**config.mk**
```make
export PLATFORM = sky130hd
export DESIGN_NAME = pcm_serial_port
export DESIGN_NICKNAME = d
export VERILOG_FILES = /design/src/rtl/pcm_port_pkg.sv /design/src/rtl/pcm_pin_sync.sv /design/src/rtl/pcm_framer.sv /design/src/rtl/pcm_shifter.sv /design/src/rtl/pcm_serial_port.sv
export SDC_FILE = /design/constraint.sdc
export NUM_CORES = 1
export LEC_CHECK = 0
export BUFFER_PORTS_ARGS = -buffer_cell sky130_fd_sc_hd__buf_2
export CORE_MARGIN = 3
export CORE_UTILIZATION = 45
export CTS_BUF_LIST = sky130_fd_sc_hd__clkbuf_16
export DETAILED_ROUTE_END_ITERATION = 7
export PLACE_DENSITY = 0.71
export SLEW_MARGIN = 0
export SYNTH_ARGS = -nofsm -noshare
export SYNTH_HDL_FRONTEND = slang
export SYNTH_SLANG_ARGS = --single-unit
```
**constraint.sdc**
```tcl
create_clock -name clk -period 2.4 [get_ports clk]
set_clock_uncertainty 0.15 [all_clocks]
set_input_delay 0 -clock clk [delete_from_list [all_inputs] [get_ports clk]]
set_output_delay 0 -clock clk [all_outputs]
set_load 0.005 [all_outputs]
```
**src/rtl/pcm_port_pkg.sv**
```systemverilog
package pcm_port_pkg;

    // Phase of the framer within one word.
    typedef enum logic [2:0] {
        PH_IDLE,   // no word active, output low
        PH_ARM,    // waiting for a capture-sense edge before counting
        PH_WAIT,   // counting launch edges up to the MSB
        PH_SHIFT,  // bits are being driven and captured
        PH_TAIL    // last bit captured, output holds LSB until next launch
    } phase_e;

    // Frame format, held for a whole word.
    typedef struct packed {
        logic mode;      // timing family
        logic late_msb;  // MSB placed later
        logic inv_clk;   // launch on falling edge when set
    } fmt_t;

    // Launch edges to count before the MSB appears (0 = at sync).
    function automatic logic [1:0] launches_before_msb(fmt_t f);
        if (f.mode) return f.late_msb ? 2'd1 : 2'd0;
        else        return f.late_msb ? 2'd2 : 2'd1;
    endfunction

    // Family 0 with early MSB must first see a capture-sense edge.
    function automatic logic needs_arming(fmt_t f);
        return !f.mode && !f.late_msb;
    endfunction

    function automatic phase_e start_phase(fmt_t f);
        if (launches_before_msb(f) == 2'd0) return PH_SHIFT;
        if (needs_arming(f))                return PH_ARM;
        return PH_WAIT;
    endfunction

endpackage

```
**src/rtl/pcm_pin_sync.sv**
```systemverilog
module pcm_pin_sync #(
    parameter int STAGES = 2
) (
    input  logic clk,
    input  logic rst,
    input  logic fsync_pin,
    input  logic bclk_pin,
    input  logic sdin_pin,
    output logic fs_rise,
    output logic bk_rise,
    output logic bk_fall,
    output logic sd_level
);
    localparam int NPIN = 3;
    localparam int TOP  = STAGES - 1;

    logic [NPIN-1:0]   pins;
    logic [STAGES-1:0] sync_q [NPIN];
    logic              fs_hist;
    logic              bk_hist;

    assign pins = {sdin_pin, bclk_pin, fsync_pin};

    for (genvar g = 0; g < NPIN; g++) begin : g_chain
        always_ff @(posedge clk) begin
            if (rst) sync_q[g] <= '0;
            else     sync_q[g] <= {sync_q[g][STAGES-2:0], pins[g]};
        end
    end

    always_ff @(posedge clk) begin
        if (rst) begin
            fs_hist <= 1'b0;
            bk_hist <= 1'b0;
        end else begin
            fs_hist <= sync_q[0][TOP];
            bk_hist <= sync_q[1][TOP];
        end
    end

    assign fs_rise  = sync_q[0][TOP] & ~fs_hist;
    assign bk_rise  = sync_q[1][TOP] & ~bk_hist;
    assign bk_fall  = ~sync_q[1][TOP] & bk_hist;
    assign sd_level = sync_q[2][TOP];

endmodule

```
**src/rtl/pcm_framer.sv**
```systemverilog
module pcm_framer
    import pcm_port_pkg::*;
#(
    parameter int W = 16
) (
    input  logic clk,
    input  logic rst,
    input  logic fs_rise,
    input  logic bk_rise,
    input  logic bk_fall,
    input  fmt_t fmt_in,
    output fmt_t fmt_q,
    output logic load,
    output logic shift_next,
    output logic capture,
    output logic last_capture,
    output logic drive_en
);
    localparam int IW = (W > 1) ? $clog2(W) : 1;
    localparam logic [IW-1:0] LAST_IDX = IW'(W - 1);

    phase_e        phase;
    logic [1:0]    launch_cnt;
    logic [IW-1:0] bit_idx;
    logic          took_cap;
    logic          launch_stb;
    logic          cap_stb;

    // Edge roles follow the held clock sense.
    assign launch_stb = fmt_q.inv_clk ? bk_fall : bk_rise;
    assign cap_stb    = fmt_q.inv_clk ? bk_rise : bk_fall;

    always_ff @(posedge clk) begin
        if (rst) begin
            phase      <= PH_IDLE;
            fmt_q      <= '0;
            launch_cnt <= '0;
            bit_idx    <= '0;
            took_cap   <= 1'b0;
        end else if (fs_rise) begin
            fmt_q      <= fmt_in;
            phase      <= start_phase(fmt_in);
            launch_cnt <= '0;
            bit_idx    <= '0;
            took_cap   <= 1'b0;
        end else begin
            unique case (phase)
                PH_ARM: begin
                    if (cap_stb) phase <= PH_WAIT;
                end
                PH_WAIT: begin
                    if (launch_stb) begin
                        if (launch_cnt + 2'd1 == launches_before_msb(fmt_q))
                            phase <= PH_SHIFT;
                        launch_cnt <= launch_cnt + 2'd1;
                    end
                end
                PH_SHIFT: begin
                    if (cap_stb && !took_cap) begin
                        took_cap <= 1'b1;
                        if (bit_idx == LAST_IDX) phase <= PH_TAIL;
                    end else if (launch_stb && took_cap) begin
                        took_cap <= 1'b0;
                        bit_idx  <= bit_idx + 1'b1;
                    end
                end
                PH_TAIL: begin
                    if (launch_stb) phase <= PH_IDLE;
                end
                default: phase <= PH_IDLE;
            endcase
        end
    end

    assign load         = fs_rise;
    assign capture      = !fs_rise && (phase == PH_SHIFT) && cap_stb && !took_cap;
    assign last_capture = capture && (bit_idx == LAST_IDX);
    assign shift_next   = !fs_rise && (phase == PH_SHIFT) && launch_stb && took_cap
                          && !cap_stb;
    assign drive_en     = (phase == PH_SHIFT) || (phase == PH_TAIL);

endmodule

```
**src/rtl/pcm_shifter.sv**
```systemverilog
module pcm_shifter #(
    parameter int W = 16
) (
    input  logic         clk,
    input  logic         rst,
    input  logic         load,
    input  logic [W-1:0] tx_word,
    input  logic         shift_next,
    input  logic         capture,
    input  logic         last_capture,
    input  logic         sd_level,
    output logic         tx_msb,
    output logic [W-1:0] rx_word,
    output logic         rx_valid
);
    logic [W-1:0] tx_sr;
    logic [W-1:0] rx_sr;
    logic [W-1:0] rx_next;

    assign rx_next = {rx_sr[W-2:0], sd_level};
    assign tx_msb  = tx_sr[W-1];

    always_ff @(posedge clk) begin
        if (rst)             tx_sr <= '0;
        else if (load)       tx_sr <= tx_word;
        else if (shift_next) tx_sr <= {tx_sr[W-2:0], 1'b0};
    end

    always_ff @(posedge clk) begin
        if (rst) begin
            rx_sr    <= '0;
            rx_word  <= '0;
            rx_valid <= 1'b0;
        end else begin
            rx_valid <= 1'b0;
            if (capture) rx_sr <= rx_next;
            if (last_capture) begin
                rx_word  <= rx_next;
                rx_valid <= 1'b1;
            end
        end
    end

endmodule

```
**src/rtl/pcm_serial_port.sv**
```systemverilog
module pcm_serial_port
    import pcm_port_pkg::*;
#(
    parameter int W           = 16,
    parameter int SYNC_STAGES = 2
) (
    input  logic         clk,
    input  logic         rst,
    input  logic         fsync_pin,
    input  logic         bclk_pin,
    input  logic         sdin_pin,
    input  logic         fmt_mode,
    input  logic         fmt_late_msb,
    input  logic         fmt_inv_clk,
    input  logic [W-1:0] tx_word,
    output logic         tx_taken,
    output logic         sdout_pin,
    output logic [W-1:0] rx_word,
    output logic         rx_valid
);
    logic fs_rise, bk_rise, bk_fall, sd_level;
    logic load, shift_next, capture, last_capture, drive_en, tx_msb;
    fmt_t fmt_in;
    fmt_t fmt_q;

    assign fmt_in = {fmt_mode, fmt_late_msb, fmt_inv_clk};

    pcm_pin_sync #(.STAGES(SYNC_STAGES)) u_sync (
        .clk      (clk),
        .rst      (rst),
        .fsync_pin(fsync_pin),
        .bclk_pin (bclk_pin),
        .sdin_pin (sdin_pin),
        .fs_rise  (fs_rise),
        .bk_rise  (bk_rise),
        .bk_fall  (bk_fall),
        .sd_level (sd_level)
    );

    pcm_framer #(.W(W)) u_framer (
        .clk         (clk),
        .rst         (rst),
        .fs_rise     (fs_rise),
        .bk_rise     (bk_rise),
        .bk_fall     (bk_fall),
        .fmt_in      (fmt_in),
        .fmt_q       (fmt_q),
        .load        (load),
        .shift_next  (shift_next),
        .capture     (capture),
        .last_capture(last_capture),
        .drive_en    (drive_en)
    );

    pcm_shifter #(.W(W)) u_shift (
        .clk         (clk),
        .rst         (rst),
        .load        (load),
        .tx_word     (tx_word),
        .shift_next  (shift_next),
        .capture     (capture),
        .last_capture(last_capture),
        .sd_level    (sd_level),
        .tx_msb      (tx_msb),
        .rx_word     (rx_word),
        .rx_valid    (rx_valid)
    );

    assign tx_taken  = load;
    assign sdout_pin = drive_en & tx_msb;

endmodule

```
==> out/results.ini, run 1 <==
[min_path]
min-delay-start=rst
whs_endpoint=u_shift.rx_word[15]$_SDFFE_PP0P_
min_path_cells=2
min_path_type=primary input to flop

[die]
start_util_pct=47.2
die-width_um=85.3
ioPinCount=43
die_h_um=85.3
core.rowCount=28
core-area_um2=5990
die_area_um2=7280

[routing]
wire_per_inst_um=12.3
drc=0
vias_per_cell=4.97
drt_wl_total_mm=5.21
drt_iter0_markers=122
ant_nets=0
drtPass1Iterations=4
route.vias.total=2109

[synthesis]
synth-edff-count=0
synth_area_leaders=dfxtp_1 (49%), mux2i_1 (17%), nor2_1 (7.8%)
synth_area_um2=2830
ys_top_cells_by_count=dfxtp_1 (69), nor2_1 (59), mux2i_1 (49)
synth_area_leader_cell=dfxtp_1
synth_most_common_cell=dfxtp_1
synth_ff_type=dfxtp_1
synthArstFlopShare_pct=0
syn_inst=284
synth_nets=310
netlist.area_leader.share_pct=48.8
yosys_warnings=0
synth_seq_area_share_pct=48.8
yosysUniqueCellTypes=35
synth-seq-cells=69
synth.avg_cell_area_um2=9.97

[placed_design]
place_congestion=0.789
post-dp-hpwl_mm=3.34
port_buffers=42
placed_area_um2=3060

[setup_path]
r2r_cells=5
path_class=flop to flop
path_max_fanout=16
endpoint_kind=flop
regToRegSetupSlack_ps=520
cp.required_ps=2440
setup.worst_path.start_class=flop
arrival_ps=1920
r2r_end=u_shift.rx_sr[3]$_SDFFE_PP0P_
r2r-start=u_framer.took_cap$_SDFFE_PP0P_

[run]
maxCapViolCount=0

[clocking]
cts_sinks=69
postCtsSetupBuffers=0
clockBufferDepth=2
cts_tree=done
htreeDepth=3
postCtsResizedCells=0
cts-root-buf=clkbuf_16
worstSkewPairLatency_ps=320
cts.hold.buffers_added=22
cts-buffers-inserted=9
path_clk_slew_ps=50

[global_routing]
grt_start_max_net_pins=41
grt_first_pass_wirelength_mm=9.14
track_usage_pct=15.8
antenna_found_initial=0
grt_pass1_vias=2033
grt_overflow=0

[cells_and_area]
area.sequential_um2=1380
nets=371
final_area_um2=3560
syn2layout_area_growth_pct=25.6
antennaDiodeCount=0
fillCellCount=509
multiInputGateArea_um2=1330
drive_gt1_share_pct=18.3

[sta]
tightest_slew_ps=627
setup_viol=0
fin_crit_ps=1880
fin_crit_sh_pct=78.3
drv_slew=0
fmax_ghz=0.532
tns_ps=0
rsz0062_at_grt=false
hold_viol=0
slew-limit-headroom_pct=58.2

[power]
p_leak_nw=1.54
ir_drop_v=0.000565
powerDensity_nw_per_um2=775

[status]
outcome=complete, no violations

==> power breakdown <==
group          leakage, nW  internal, mW  switching [mW]
Sequential           0.560          1.19          0.0511
Combinational        0.844         0.144           0.134
Clock                0.136         0.785           0.451
==> logic make-up (layout without fill, tap and decap cells) <==
group	after synthesis	after routing	share of synthesized area (%)
AND/OR/NAND/NOR	100	100	17.3
flip-flops	69	69	48.8
XOR/XNOR	9	9	2.78
AO/OA/AOI/OAI	34	34	8.53
adder cells (fa/ha/maj)	2	2	0.884
multiplexers	49	49	17.3
buffers and inverters	21	86	4.38
==> through the flow <==
step           hold slack [ps]  util (%)  total power, mW  cells  worst slack, ps
3_5_place_dp              64.6      51.0             1.51    387              522
3_3_place_gp              58.3      51.0             1.51    387              562
6_report                  30.3      59.4             2.76    424              520
5_1_grt                   71.7      59.4             2.87    424              316
2_1_floorplan            -21.8         -             1.45    284              611
4_1_cts                   26.3      59.4             2.78    424              517
==> critical path, cell delays in order, from the launching register on <==
cell and delay, ps:
dfxtp_1 450, and4bb_1 240, o211ai_2 280, buf_4 340, mux2i_1 220, nor2_1 60
==> worst max-delay path by stage <==
stage               slack, ps  cells after the start                          endpoint                      startpoint
floorplan                 610                      8  u_shift.rx_word[10]$_SDFFE_PP0P_  u_framer.fmt_q[0]$_SDFFE_PP0P_
global placement          560                      5    u_framer.phase[0]$_SDFFE_PP0P_  u_framer.fmt_q[0]$_SDFFE_PP0P_
detailed placement        520                      5     u_shift.rx_sr[0]$_SDFFE_PP0P_  u_framer.took_cap$_SDFFE_PP0P_
CTS                       520                      6  u_framer.bit_idx[3]$_SDFFE_PP0P_  u_sync.sync_q[1][1]$_SDFF_PP0_
global route              320                      5    u_framer.phase[0]$_SDFFE_PP0P_  u_framer.fmt_q[0]$_SDFFE_PP0P_
finish                    520                      5     u_shift.rx_sr[3]$_SDFFE_PP0P_  u_framer.took_cap$_SDFFE_PP0P_
==> layout make-up <==
cell class | instances | share of cell area [%]
repair buffers | 69 | 13.2
flip-flops and latches | 69 | 38.8
inverters | 2 | 0.211
clock buffers | 9 | 6.33
multi-input cells | 194 | 37.3
clock inverters | 6 | 1.55
well taps | 75 | 2.64
==> metal layers <==
metal	GRT usage, %	vias up	share of wire [%]
li1	-	1102	-
met1	20.2	955	47
met3	3.98	14	4.7
met4	9.64	0	2.7
met2	23.8	38	46
met5	0	-	0
==> placed cells by master (no fill, tap or decap), types with 4 or more instances in the layout <==
cell / n
mux2i_1: 49
dfxtp_1: 69
clkbuf_16: 9
buf_2: 42
xor2_1: 5
a211oi_1: 15
nor2b_1: 9
nand2b_1: 6
xnor2_1: 4
buf_4: 5
a21oi_1: 8
nor2_1: 59
dlygate4sd3_1: 22
nand2_1: 12
==> flip-flops by register name, indices dropped and copies added (netlist names) <==
register and count:
u_sync.sync_q 6, u_shift.rx_word 16, u_shift.tx_sr 16, u_framer.fmt_q 3, u_shift.rx_sr 15, u_framer.launch_cnt 2
u_framer.took_cap 1, u_shift.rx_valid 1, u_framer.bit_idx 4, u_sync.fs_hist 1, u_sync.bk_hist 1, u_framer.phase 3
Power figures use the tool's default switching activity.
==> run 2, diff against run 1 <==
==> constraint.sdc (replaced) <==
create_clock -name clk -period 1.9 [get_ports clk]
set_clock_uncertainty 0.15 [all_clocks]
set_input_delay 0 -clock clk [delete_from_list [all_inputs] [get_ports clk]]
set_output_delay 0 -clock clk [all_outputs]
set_load 0.005 [all_outputs]
==> run 2 against run 1 <==
  * Setup slack worse by 420 ps
  * Final cell count is 2.4% higher
  * Total power is 32% higher
  * Routed wire length grew 5.6%
  * First-iteration DRC count is 22% lower
  * Die area is the same
  * Sequential cell count unchanged
  * Global-route usage grew 0.17 points
  * Via count rose by 1.8%
  * Register-to-register slack got worse by 420 ps
==> out/results.ini, run 2 (synthesis results as in run 1) <==
[sta]
drv_slew=0  ; unchanged
fin_crit_ps=1800  ; -78.2 ps
slew-limit-headroom_pct=68.5  ; +10 points
fin_crit_sh_pct=94.8  ; +16 points
setup_slack_ps=98.6  ; -422 ps
fmax_ghz=0.555  ; +4.3%
hold_viol=0  ; unchanged
setup_viol=0  ; unchanged
tightest_slew_ps=471  ; -156 ps
tns_ps=0  ; unchanged

[setup_path]
path_class=flop to flop
cpMostUsedCell=buf_4
cp.buffers_inverters=4  ; +3
path_max_fanout=11  ; -5
cp_slowest_stage_delay_ps=570  ; +120 ps
setup.worst_path.start_class=flop
cp.required_ps=1950  ; -490 ps
crit_chain=nand2b_1 -> buf_4 -> inv_2 -> buf_4 -> nand2_1 -> a21oi_1 -> dlygate4sd3_1
endpoint_kind=flop
crit_slowest_cell=dlygate4sd3_1
arrival_ps=1860  ; -60 ps
cp_top_family=buffers and inverters

[power]
finalPower_mw=3.64  ; +32%
p_leak_nw=1.63  ; +5.6%
pwr-share-comb_pct=10.0  ; about the same
swShare_pct=22.2  ; -0.87 points
pwr-share-clk_pct=46.8  ; +1.9 points
p_int_mw=2.83  ; +34%
seqPwrFrac_pct=43.2  ; -1.9 points
powerDensity_nw_per_um2=982  ; +27%
ir_drop_v=0.000568  ; +0.59%
p_switching_mw=0.809  ; +27%

[routing]
drtPass1Iterations=4  ; unchanged
ant_nets=0  ; unchanged
vias_per_cell=4.94  ; -0.59%
drt_wl_total_mm=5.50  ; +5.6%
drt_iter0_markers=95  ; -22%
wire_per_inst_um=12.7  ; +3.2%
route.vias.total=2146  ; +1.8%
drc=0  ; unchanged

[global_routing]
antenna_found_initial=0  ; unchanged
grt_first_pass_wirelength_mm=9.16  ; +0.23%
grt_pass1_vias=2004  ; -1.4%
track_usage_pct=16.0  ; +0.17 points
grt_start_max_net_pins=48  ; +17%
grt_overflow=0  ; unchanged

[placed_design]
post-dp-hpwl_mm=3.35  ; +0.28%
place_congestion=0.753  ; -4.7%
dpl.cell_count=392  ; +1.3%
port_buffers=42  ; unchanged
post-place-ws_ps=104  ; -418 ps

[cells_and_area]
utilization_pct=61.9  ; +2.6 points
drive_gt1_share_pct=20.6  ; +2.3 points
antennaDiodeCount=0  ; unchanged
fillCellCount=487  ; -4.3%
nets=380  ; +2.4%
final_common_cell=dfxtp_1
stdcell_count=434  ; +2.4%
syn2layout_area_growth_pct=31.1
top_regs=u_shift.rx_word (16), u_shift.tx_sr (16), u_shift.rx_sr (15)
layout_common_cells=dfxtp_1 (68), nor2_1 (59), mux2i_1 (49)

[die]
die-width_um=85.3  ; unchanged
start_util_pct=47.2  ; unchanged
core-area_um2=5990  ; unchanged
die_h_um=85.3  ; unchanged
ioPinCount=43  ; unchanged
die_area_um2=7280  ; unchanged
core.rowCount=28  ; unchanged

[min_path]
min_path_type=primary input to flop

[clocking]
cts-root-buf=clkbuf_16
path_clk_slew_ps=50  ; about the same
worstSkewPairLatency_ps=320  ; about the same
cts_sinks=69  ; unchanged
clockBufferDepth=2  ; unchanged
htreeDepth=3  ; unchanged
cts-buffers-inserted=9  ; unchanged
postCtsSetupBuffers=0  ; unchanged
cts_tree=done

[run]
maxCapViolCount=0  ; unchanged

[status]
outcome=complete, no violations

## run 2: cell types whose count changed in the layout (fill, tap and decap cells not counted), sizes merged
| cell | before | now |
|---|---|---|
| buf | 47 | 52 |
| bufinv | 1 | 2 |
| clkinv | 4 | 3 |
| clkinvlp | 1 | 0 |
| dlygate4sd3 | 22 | 26 |
| inv | 2 | 4 |
## run 2: worst paths after layout
check | startpoint | to | slack, ps | cells after the start
min | fsync_pin | u_sync.sync_q[0][0]$_SDFF_PP0_ | 280 | 3
min reg2reg | u_sync.sync_q[1][0]$_SDFF_PP0_ | u_sync.sync_q[1][1]$_SDFF_PP0_ | 280 | 1
max | u_sync.fs_hist$_SDFF_PP0_ | u_framer.fmt_q[2]$_SDFFE_PP0P_ | 100 | 7
max reg2reg | u_sync.fs_hist$_SDFF_PP0_ | u_framer.fmt_q[2]$_SDFFE_PP0P_ | 100 | 7
## run 2: per-stage QoR
stage / hold WS (ps) / instance area, um^2
after global routing: 273 / 3710
after detailed placement: 65.3 / 3130
final: 279 / 3710
after floorplan: -21.8 / 2830
after CTS: 265 / 3700
after global placement: 68.3 / 3130
## run 2: metal layers
layer / share of wire [%] / track usage (%) / wire, um
met2: 48 / 25.6 / 2620
met3: 2.7 / 5.53 / 147
met5: 0 / 0 / 0
met4: 1.5 / 6.62 / 80
met1: 48 / 19.5 / 2650
## run 2: tightest hold or removal path, cell delays in order
cell	delay (ps)
dlygate4sd3_1	520
buf_2	90
nor2b_1	100
## run 2: cell type report
type                       instances  area (um^2)  area share [%]
inverter                           2         7.51           0.202
timing repair buffer              78          587            15.8
tap                               75         93.8            2.53
multi-input combinational        194         1330            35.9
clock buffer                       9          225            6.07
clock inverter                     7         82.6            2.23
sequential                        69         1380            37.3
## run 2: power groups by stage
stage	registers, mW	logic, mW	clock network (mW)
final	1.57	0.365	1.70
after global routing	1.58	0.413	1.82
after CTS	1.57	0.352	1.73
after detailed placement	1.60	0.311	0
after global placement	1.60	0.305	0
after floorplan	1.56	0.278	0
## run 2: repair_timing
item,CTS,global route
hold buffers,26,0
endpoints found under the setup margin,0,28
resized for setup,0,5
endpoints found under the hold margin,26,0
